File: config.mk
export PLATFORM = sky130hd
export DESIGN_NAME = irq_front_end
export DESIGN_NICKNAME = d
export VERILOG_FILES = /design/src/rtl/ife_pkg.sv /design/src/rtl/ife_sync.sv /design/src/rtl/ife_reset_qual.sv /design/src/rtl/ife_nmi_latch.sv /design/src/rtl/ife_decide.sv /design/src/rtl/irq_front_end.sv
export SDC_FILE = /design/constraint.sdc
export NUM_CORES = 1
export LEC_CHECK = 0
export ABC_AREA = 1
export BUFFER_PORTS_ARGS = -buffer_cell sky130_fd_sc_hd__buf_2
export CORE_MARGIN = 2
export CORE_UTILIZATION = 35
export DETAILED_ROUTE_END_ITERATION = 7
export PLACE_DENSITY = 0.68
export SKIP_LAST_GASP = 1
export SLEW_MARGIN = 20
export SYNTH_ARGS = -nofsm -noshare
export SYNTH_HDL_FRONTEND = slang
export SYNTH_SLANG_ARGS = --single-unit
export TNS_END_PERCENT = 20
File: constraint.sdc
create_clock -name clk -period 1.1 [get_ports clk]
set_input_delay 0.165 -clock clk [delete_from_list [all_inputs] [get_ports clk]]
set_output_delay 0.165 -clock clk [all_outputs]
set_load 0.05 [all_outputs]
File: src/rtl/ife_pkg.sv
package ife_pkg;

    typedef enum logic [1:0] {
        ACT_CONT = 2'd0,
        ACT_NMI  = 2'd1,
        ACT_INTA = 2'd2
    } act_e;

    typedef struct packed {
        logic       valid;
        act_e       kind;
        logic [7:0] vector;
    } decision_t;

    localparam logic [7:0] NMI_TYPE = 8'd2;

    // Boundary decision: a pending NMI beats an enabled maskable request.
    function automatic decision_t choose(input logic strobe,
                                         input logic nmi_pend,
                                         input logic intr_lvl,
                                         input logic ien);
        decision_t d;
        d.valid  = strobe;
        d.kind   = ACT_CONT;
        d.vector = 8'd0;
        if (strobe) begin
            if (nmi_pend) begin
                d.kind   = ACT_NMI;
                d.vector = NMI_TYPE;
            end else if (intr_lvl && ien) begin
                d.kind = ACT_INTA;
            end
        end
        return d;
    endfunction

endpackage

File: src/rtl/ife_sync.sv
module ife_sync #(
    parameter int W      = 4,
    parameter int STAGES = 2
) (
    input  logic         clk,
    input  logic         rst,
    input  logic [W-1:0] d,
    output logic [W-1:0] q
);
    logic [W-1:0] stg [STAGES];

    for (genvar g = 0; g < STAGES; g++) begin : g_stage
        if (g == 0) begin : g_first
            always_ff @(posedge clk) begin
                if (rst) stg[0] <= '0;
                else     stg[0] <= d;
            end
        end else begin : g_next
            always_ff @(posedge clk) begin
                if (rst) stg[g] <= '0;
                else     stg[g] <= stg[g-1];
            end
        end
    end

    assign q = stg[STAGES-1];
endmodule

File: src/rtl/ife_reset_qual.sv
module ife_reset_qual #(
    parameter int MIN_CYC = 4
) (
    input  logic clk,
    input  logic rst,
    input  logic pin_s,
    output logic hold,
    output logic restart
);
    localparam int CW = $clog2(MIN_CYC + 1);
    localparam logic [CW-1:0] LAST = CW'(MIN_CYC - 1);

    logic [CW-1:0] run_q;

    always_ff @(posedge clk) begin
        if (rst) begin
            run_q   <= '0;
            hold    <= 1'b0;
            restart <= 1'b0;
        end else begin
            if (!pin_s)
                run_q <= '0;
            else if (run_q != LAST)
                run_q <= run_q + 1'b1;
            hold    <= pin_s && (run_q == LAST);
            restart <= hold && !pin_s;
        end
    end
endmodule

File: src/rtl/ife_nmi_latch.sv
module ife_nmi_latch (
    input  logic clk,
    input  logic rst,
    input  logic nmi_s,
    input  logic flush,
    input  logic ack,
    output logic pend
);
    logic prev_q;
    logic rise;

    assign rise = nmi_s && !prev_q;

    always_ff @(posedge clk) begin
        if (rst) begin
            prev_q <= 1'b0;
            pend   <= 1'b0;
        end else begin
            prev_q <= nmi_s;
            if (flush)      pend <= 1'b0;
            else if (rise)  pend <= 1'b1;
            else if (ack)   pend <= 1'b0;
        end
    end
endmodule

File: src/rtl/ife_decide.sv
module ife_decide
    import ife_pkg::*;
(
    input  logic      clk,
    input  logic      rst,
    input  logic      strobe,
    input  logic      hold,
    input  logic      nmi_pend,
    input  logic      intr_s,
    input  logic      ien,
    output decision_t dec
);
    decision_t nxt;

    always_comb nxt = choose(strobe && !hold, nmi_pend, intr_s, ien);

    always_ff @(posedge clk) begin
        if (rst) dec <= '0;
        else     dec <= nxt;
    end
endmodule

File: src/rtl/irq_front_end.sv
module irq_front_end
    import ife_pkg::*;
#(
    parameter int          SYNC_STAGES = 2,
    parameter int          RST_MIN_CYC = 4,
    parameter logic [15:0] RESTART_OFS = 16'hFFF0
) (
    input  logic        clk,
    input  logic        rst,
    input  logic        pin_reset,
    input  logic        pin_intr,
    input  logic        pin_nmi,
    input  logic        pin_test_n,
    input  logic        instr_end,
    input  logic        if_flag,
    input  logic        wait_active,
    input  logic        nmi_ack,
    output logic        core_hold,
    output logic        restart_pulse,
    output logic [15:0] restart_offset,
    output logic        act_valid,
    output logic [1:0]  act_kind,
    output logic [7:0]  act_vector,
    output logic        wait_stall
);
    localparam int NPIN = 4;

    logic [NPIN-1:0] raw_pins;
    logic [NPIN-1:0] syn_pins;
    logic            rst_s, intr_s, nmi_s, test_s;
    logic            nmi_pend;
    decision_t       dec;

    assign raw_pins = {pin_test_n, pin_nmi, pin_intr, pin_reset};

    ife_sync #(.W(NPIN), .STAGES(SYNC_STAGES)) u_sync (
        .clk (clk),
        .rst (rst),
        .d   (raw_pins),
        .q   (syn_pins)
    );

    assign rst_s  = syn_pins[0];
    assign intr_s = syn_pins[1];
    assign nmi_s  = syn_pins[2];
    assign test_s = syn_pins[3];

    ife_reset_qual #(.MIN_CYC(RST_MIN_CYC)) u_rq (
        .clk     (clk),
        .rst     (rst),
        .pin_s   (rst_s),
        .hold    (core_hold),
        .restart (restart_pulse)
    );

    ife_nmi_latch u_nmi (
        .clk   (clk),
        .rst   (rst),
        .nmi_s (nmi_s),
        .flush (core_hold),
        .ack   (nmi_ack),
        .pend  (nmi_pend)
    );

    ife_decide u_dec (
        .clk      (clk),
        .rst      (rst),
        .strobe   (instr_end),
        .hold     (core_hold),
        .nmi_pend (nmi_pend),
        .intr_s   (intr_s),
        .ien      (if_flag),
        .dec      (dec)
    );

    assign restart_offset = RESTART_OFS;
    assign act_valid      = dec.valid;
    assign act_kind       = dec.kind;
    assign act_vector     = dec.vector;
    assign wait_stall     = wait_active && test_s && !core_hold;
endmodule

[Word-level counts from Yosys, hierarchy flattened]
Memories as Yosys holds them, arrays and structs flattened.
Index checks and enable logic that the tools add are counted.
Operators by class
  muxes and demuxes: 10
  eq/ne operators: 2
  reductions and logical operators: 15
  $add $sub $neg: 1
  bitwise gates (word level): 4
Operator list (number)
  2-to-1 mux 4 bit: 2
  logical AND 1 bit: 7
  2-to-1 mux 1 bit: 6
  OR reduction 2 bit: 3
  2-to-1 mux 2 bit: 2
  adder 3 x 1 -> 3 bit (second input constant): 1
  == test 3 x 2 -> 1 bit (second input constant): 1
  zero test 1 bit: 3
  != test 3 x 2 -> 1 bit (second input constant): 1
  OR reduction 3 bit: 1
  inverter 1 bit: 2
  OR 1 bit: 2
  nonzero test 2 bit: 1
Word-level totals
  bits of input ports: 10
  bits in writable memories: 8
  output and inout bits: 30
  word-level logic and storage cells: 42
  flip-flop bits (word level): 18
  memories kept: 1
Memories
  u_sync.stg: words 2, bits a word 4, read ports 2, clocked after memory_dff 0, write ports 2, RTL line ife_sync.sv:10  | logic [W-1:0] stg [STAGES];

[Logic depth before layout (Yosys ltp)]
  depth in word-level cells: 4
  gate-level depth with buffers: 6
  mapped depth without buffers: 6

[Hierarchy]
Synthesis repeated with hierarchy kept, for this count alone.
Second synthesis, totals
  cell total of the unflattened synthesis: 102
  area total of the unflattened synthesis: 809.5 µm²
By module, submodules not included
  ife_sync: times used 1, area an instance 231.5 µm², sequential area each 160.2 µm², cells an instance 25
  ife_reset_qual: times used 1, area an instance 196.4 µm², sequential area each 100.1 µm², cells an instance 25
  ife_decide: times used 1, area an instance 161.4 µm², sequential area each 60.1 µm², cells an instance 20
  irq_front_end: times used 1, area an instance 137.6 µm², sequential area each 0.0 µm², cells an instance 20
  ife_nmi_latch: times used 1, area an instance 82.6 µm², sequential area each 40.0 µm², cells an instance 12

[Worst setup path after synthesis]
OpenSTA, ideal clock, no wires.
  kind: flip-flop to output port
  start: reg u_rq.hold
  end: out wait_stall
  required time: 0.935 ns
  path buffers: 0
  cell stages (with the launch flop): 2
  setup slack: -0.276 ns
  data arrival time: 1.211 ns
  cells stage by stage: dfxtp_1 nor2_1
On the way
  longest elaborated chain between the ends: 2
RTL lines
  start, declared: RTL line ife_reset_qual.sv:7  | output logic hold,
  start signal, assigned: RTL line ife_reset_qual.sv:25  | hold <= pin_s && (run_q == LAST);
  zero test 1 bit: RTL line irq_front_end.sv:80  | assign wait_stall = wait_active && test_s && !core_hold;
  logical AND 1 bit: RTL line irq_front_end.sv:80
  end, declared: RTL line irq_front_end.sv:24  | output logic wait_stall
No other way between the ends.

==> results.toml <==
[worst_setup_path]
cp_top_family = "flip-flops"
cp_num_buf_inv = 1
r2r-start = "u_rq.run_q[0]$_SDFFE_PP0P_"
r2r_end = "u_rq.run_q[2]$_SDFFE_PP0P_"
rrSetupSlack_ns = 0.02
critPathKind = "reg -> out"
max_stage_delay_ns = 0.33
crit_fanout = 1
crit_arrival_ns = 0.94
start_kind = "flip-flop"
end_kind = "output pin"
ff2ff_path_depth = 5
cp_slowest_cell = "dfxtp_2"
worstPathCellList = "nand2_1 > nor2_4 > buf_8"
worstPathRequired_ns = 0.94

[timing]
fmax_mhz = 908
tns_ns = -0.00104
slew_viol_final = 0
setup_violations = 1
fin_ws_ns = -0.00104
rsz0062_at_grt = "true"
finalClockSkew_ns = 0.00113
hold_viol = 0
post-route-period-util_pct = 100
final.min_clock_period_ns = 1.10

[outcome]
violations = "setup timing"
outcome = "finished, violations left"

[yosys]
synth_seq_area_share_pct = 44.9
synth_simple_gate_area_share_pct = 15.9
syn_area_sq_um = 802
synth_area_per_cell_sq_um = 8.27
yosysWarnings = 0
synth_cell_types = 16
synthMuxAreaShare_pct = 0
synth_compound_area_share_pct = 2.81
synth_fa_ha_area_share_pct = 3.12
synth_xor_xnor_area_share_pct = 0
synthCells = 97
ys_seq_elements = 18
synth_top_family_by_area = "buffers and inverters"

[grt]
grt_start_max_net_pins = 12
grt_pass1_wl_um = 1390
antenna_found_initial = 0
first_global_vias = 362
track_usage_pct = 7.45
gr-total-overflow = 0

[floorplanning]
io_pins = 40
coreArea_sq_mm = 0.00219
die_h_um = 51.9
dieArea_sq_mm = 0.00269
dieWidth_um = 51.9
fp-row-count = 17
start_util_pct = 36.6

[clock_network]
cts_buffers = 3
cts_htree_levels = 1
path_clk_slew_ns = 0.09
cts_root_buf = "clkbuf_4"
cts_tree = "yes"
clockBufferDepth = 2
cts_setup_buffers = 0
numClockSinks = 18
worstSkewPairLatency_ns = 0.28

[layout]
final_util_pct = 39.6
layout-drive-gt1-share_pct = 27.4
synthToLayoutAreaGrowth_pct = 8.27
insertedDiodeCount = 0
nets = 126

[power]
p_leak_nw = 0.454
powerDensity_mw_per_mm2 = 1510
power_w = 0.00131
ir_worst_vdd_mv = 0.414

[worst_hold_path]
hold_start = "pin_nmi"
whs_path_depth = 3
holdPathEnd = "u_sync.stg[0][2]$_SDFF_PP0_"
hp-class = "in -> reg"

[placement]
gp_congestion = 0.667
port_buffers = 16
post-dp-hpwl_um = 738

[drt]
drcViolationCount = 0
ant_nets = 0
drt_iter0_markers = 1
vias = 504
postRouteWirelength_um = 917
drt-vias-per-instance = 3.57
first_pass_iters = 2
routedWlPerCell_um = 6.50

[flow_run]
cap_violations = 0
synth_stat cells (all sizes together):
cell,number,area share (%)
a21oi,3,2.8
buf,25,24
conb,2,0.94
dfxtp,18,45
ha,2,3.1
inv,18,8.4
nand2,12,5.9
nand3,2,1.9
nor2,14,6.9
nor3,1,1.2
logic make-up after synthesis:
kind of cell               after synthesis
buffers and inverters                   43
adders and majority gates                2
AOI/OAI and AO/OA                        3
DFF                                     18
and+or+nand+nor                         29
other                                    2
through the flow:
stage          hold WS (ns)  instances  worst slack, ns  instance area (sq um)
3_3_place_gp          0.371        137           0.0659                    812
6_report             0.0776        141         -0.00104                    868
2_1_floorplan         0.272        118           0.0407                    888
4_1_cts              0.0656        141          -0.0111                    861
5_1_grt              0.0538        141          -0.0691                    868
3_5_place_dp          0.377        137           0.0268                    812
final cells by class:
type / instances / area (sq um)
Clock buffer: 4 / 36.3
Fill cell: 228 / 1320
Inverter: 18 / 67.6
Multi-Input combinational cell: 57 / 272
Sequential cell: 18 / 362
Tap cell: 28 / 35.0
Timing Repair Buffer: 16 / 96.3
worst min-delay path: stages:
cell	delay (ns)
buf_2	0.07
inv_1	0.03
nor2_1	0.06
sequential cells by signal, summed over array words and instances (netlist names):
| name | count |
|---|---|
| u_rq.hold | 1 |
| u_sync.stg | 8 |
| u_dec.dec | 3 |
| u_rq.run_q | 3 |
| u_rq.restart | 1 |
| u_nmi.prev_q | 1 |
| u_nmi.pend | 1 |
power by group:
group / internal (W) / switching, W
sequential: 0.000671 / 0.00000644
combinational: 0.0000279 / 0.000214
clock: 0.000201 / 0.000187
worst max-delay path by stage:
stage | from | end | slack [ns] | depth (start not counted)
floorplan | u_dec.dec[1]$_SDFF_PP0_ | act_vector[1] | 0.04 | 1
global placement | u_rq.run_q[0]$_SDFFE_PP0P_ | u_rq.run_q[2]$_SDFFE_PP0P_ | 0.07 | 6
detailed placement | u_rq.run_q[0]$_SDFFE_PP0P_ | u_rq.run_q[2]$_SDFFE_PP0P_ | 0.03 | 6
CTS | u_sync.stg[1][3]$_SDFF_PP0_ | wait_stall | -0.01 | 3
global route | u_sync.stg[1][3]$_SDFF_PP0_ | wait_stall | -0.07 | 3
finish | u_sync.stg[1][3]$_SDFF_PP0_ | wait_stall | -0.001 | 3
per-layer routing:
| metal | GRT usage, % | up-vias | share of wire [%] |
|---|---|---|---|
| li1 | - | 265 | - |
| met1 | 7.89 | 201 | 40 |
| met2 | 11.0 | 36 | 44 |
| met3 | 2.59 | 2 | 14 |
| met4 | 7.89 | 0 | 1.6 |
| met5 | 0 | - | 0 |
layout by cell type (no fill, tap or decap), drive strengths merged:
| master | netlist | routed |
|---|---|---|
| a21oi | 3 | 3 |
| buf | 25 | 16 |
| clkbuf | 0 | 4 |
| conb | 2 | 23 |
| dfxtp | 18 | 18 |
| ha | 2 | 2 |
| inv | 18 | 18 |
| nand2 | 12 | 12 |
| nand3 | 2 | 2 |
| nor2 | 14 | 14 |
| nor3 | 1 | 1 |
what timing repair did:
item | in CTS | in global routing
hold buffers | 0 | 0
pin swaps | 0 | 0
gates resized for setup | 4 | 3
gates cloned | 0 | 0
endpoints found under the setup margin | 2 | 5
No activity file was read; power rests on OpenSTA's default activity.
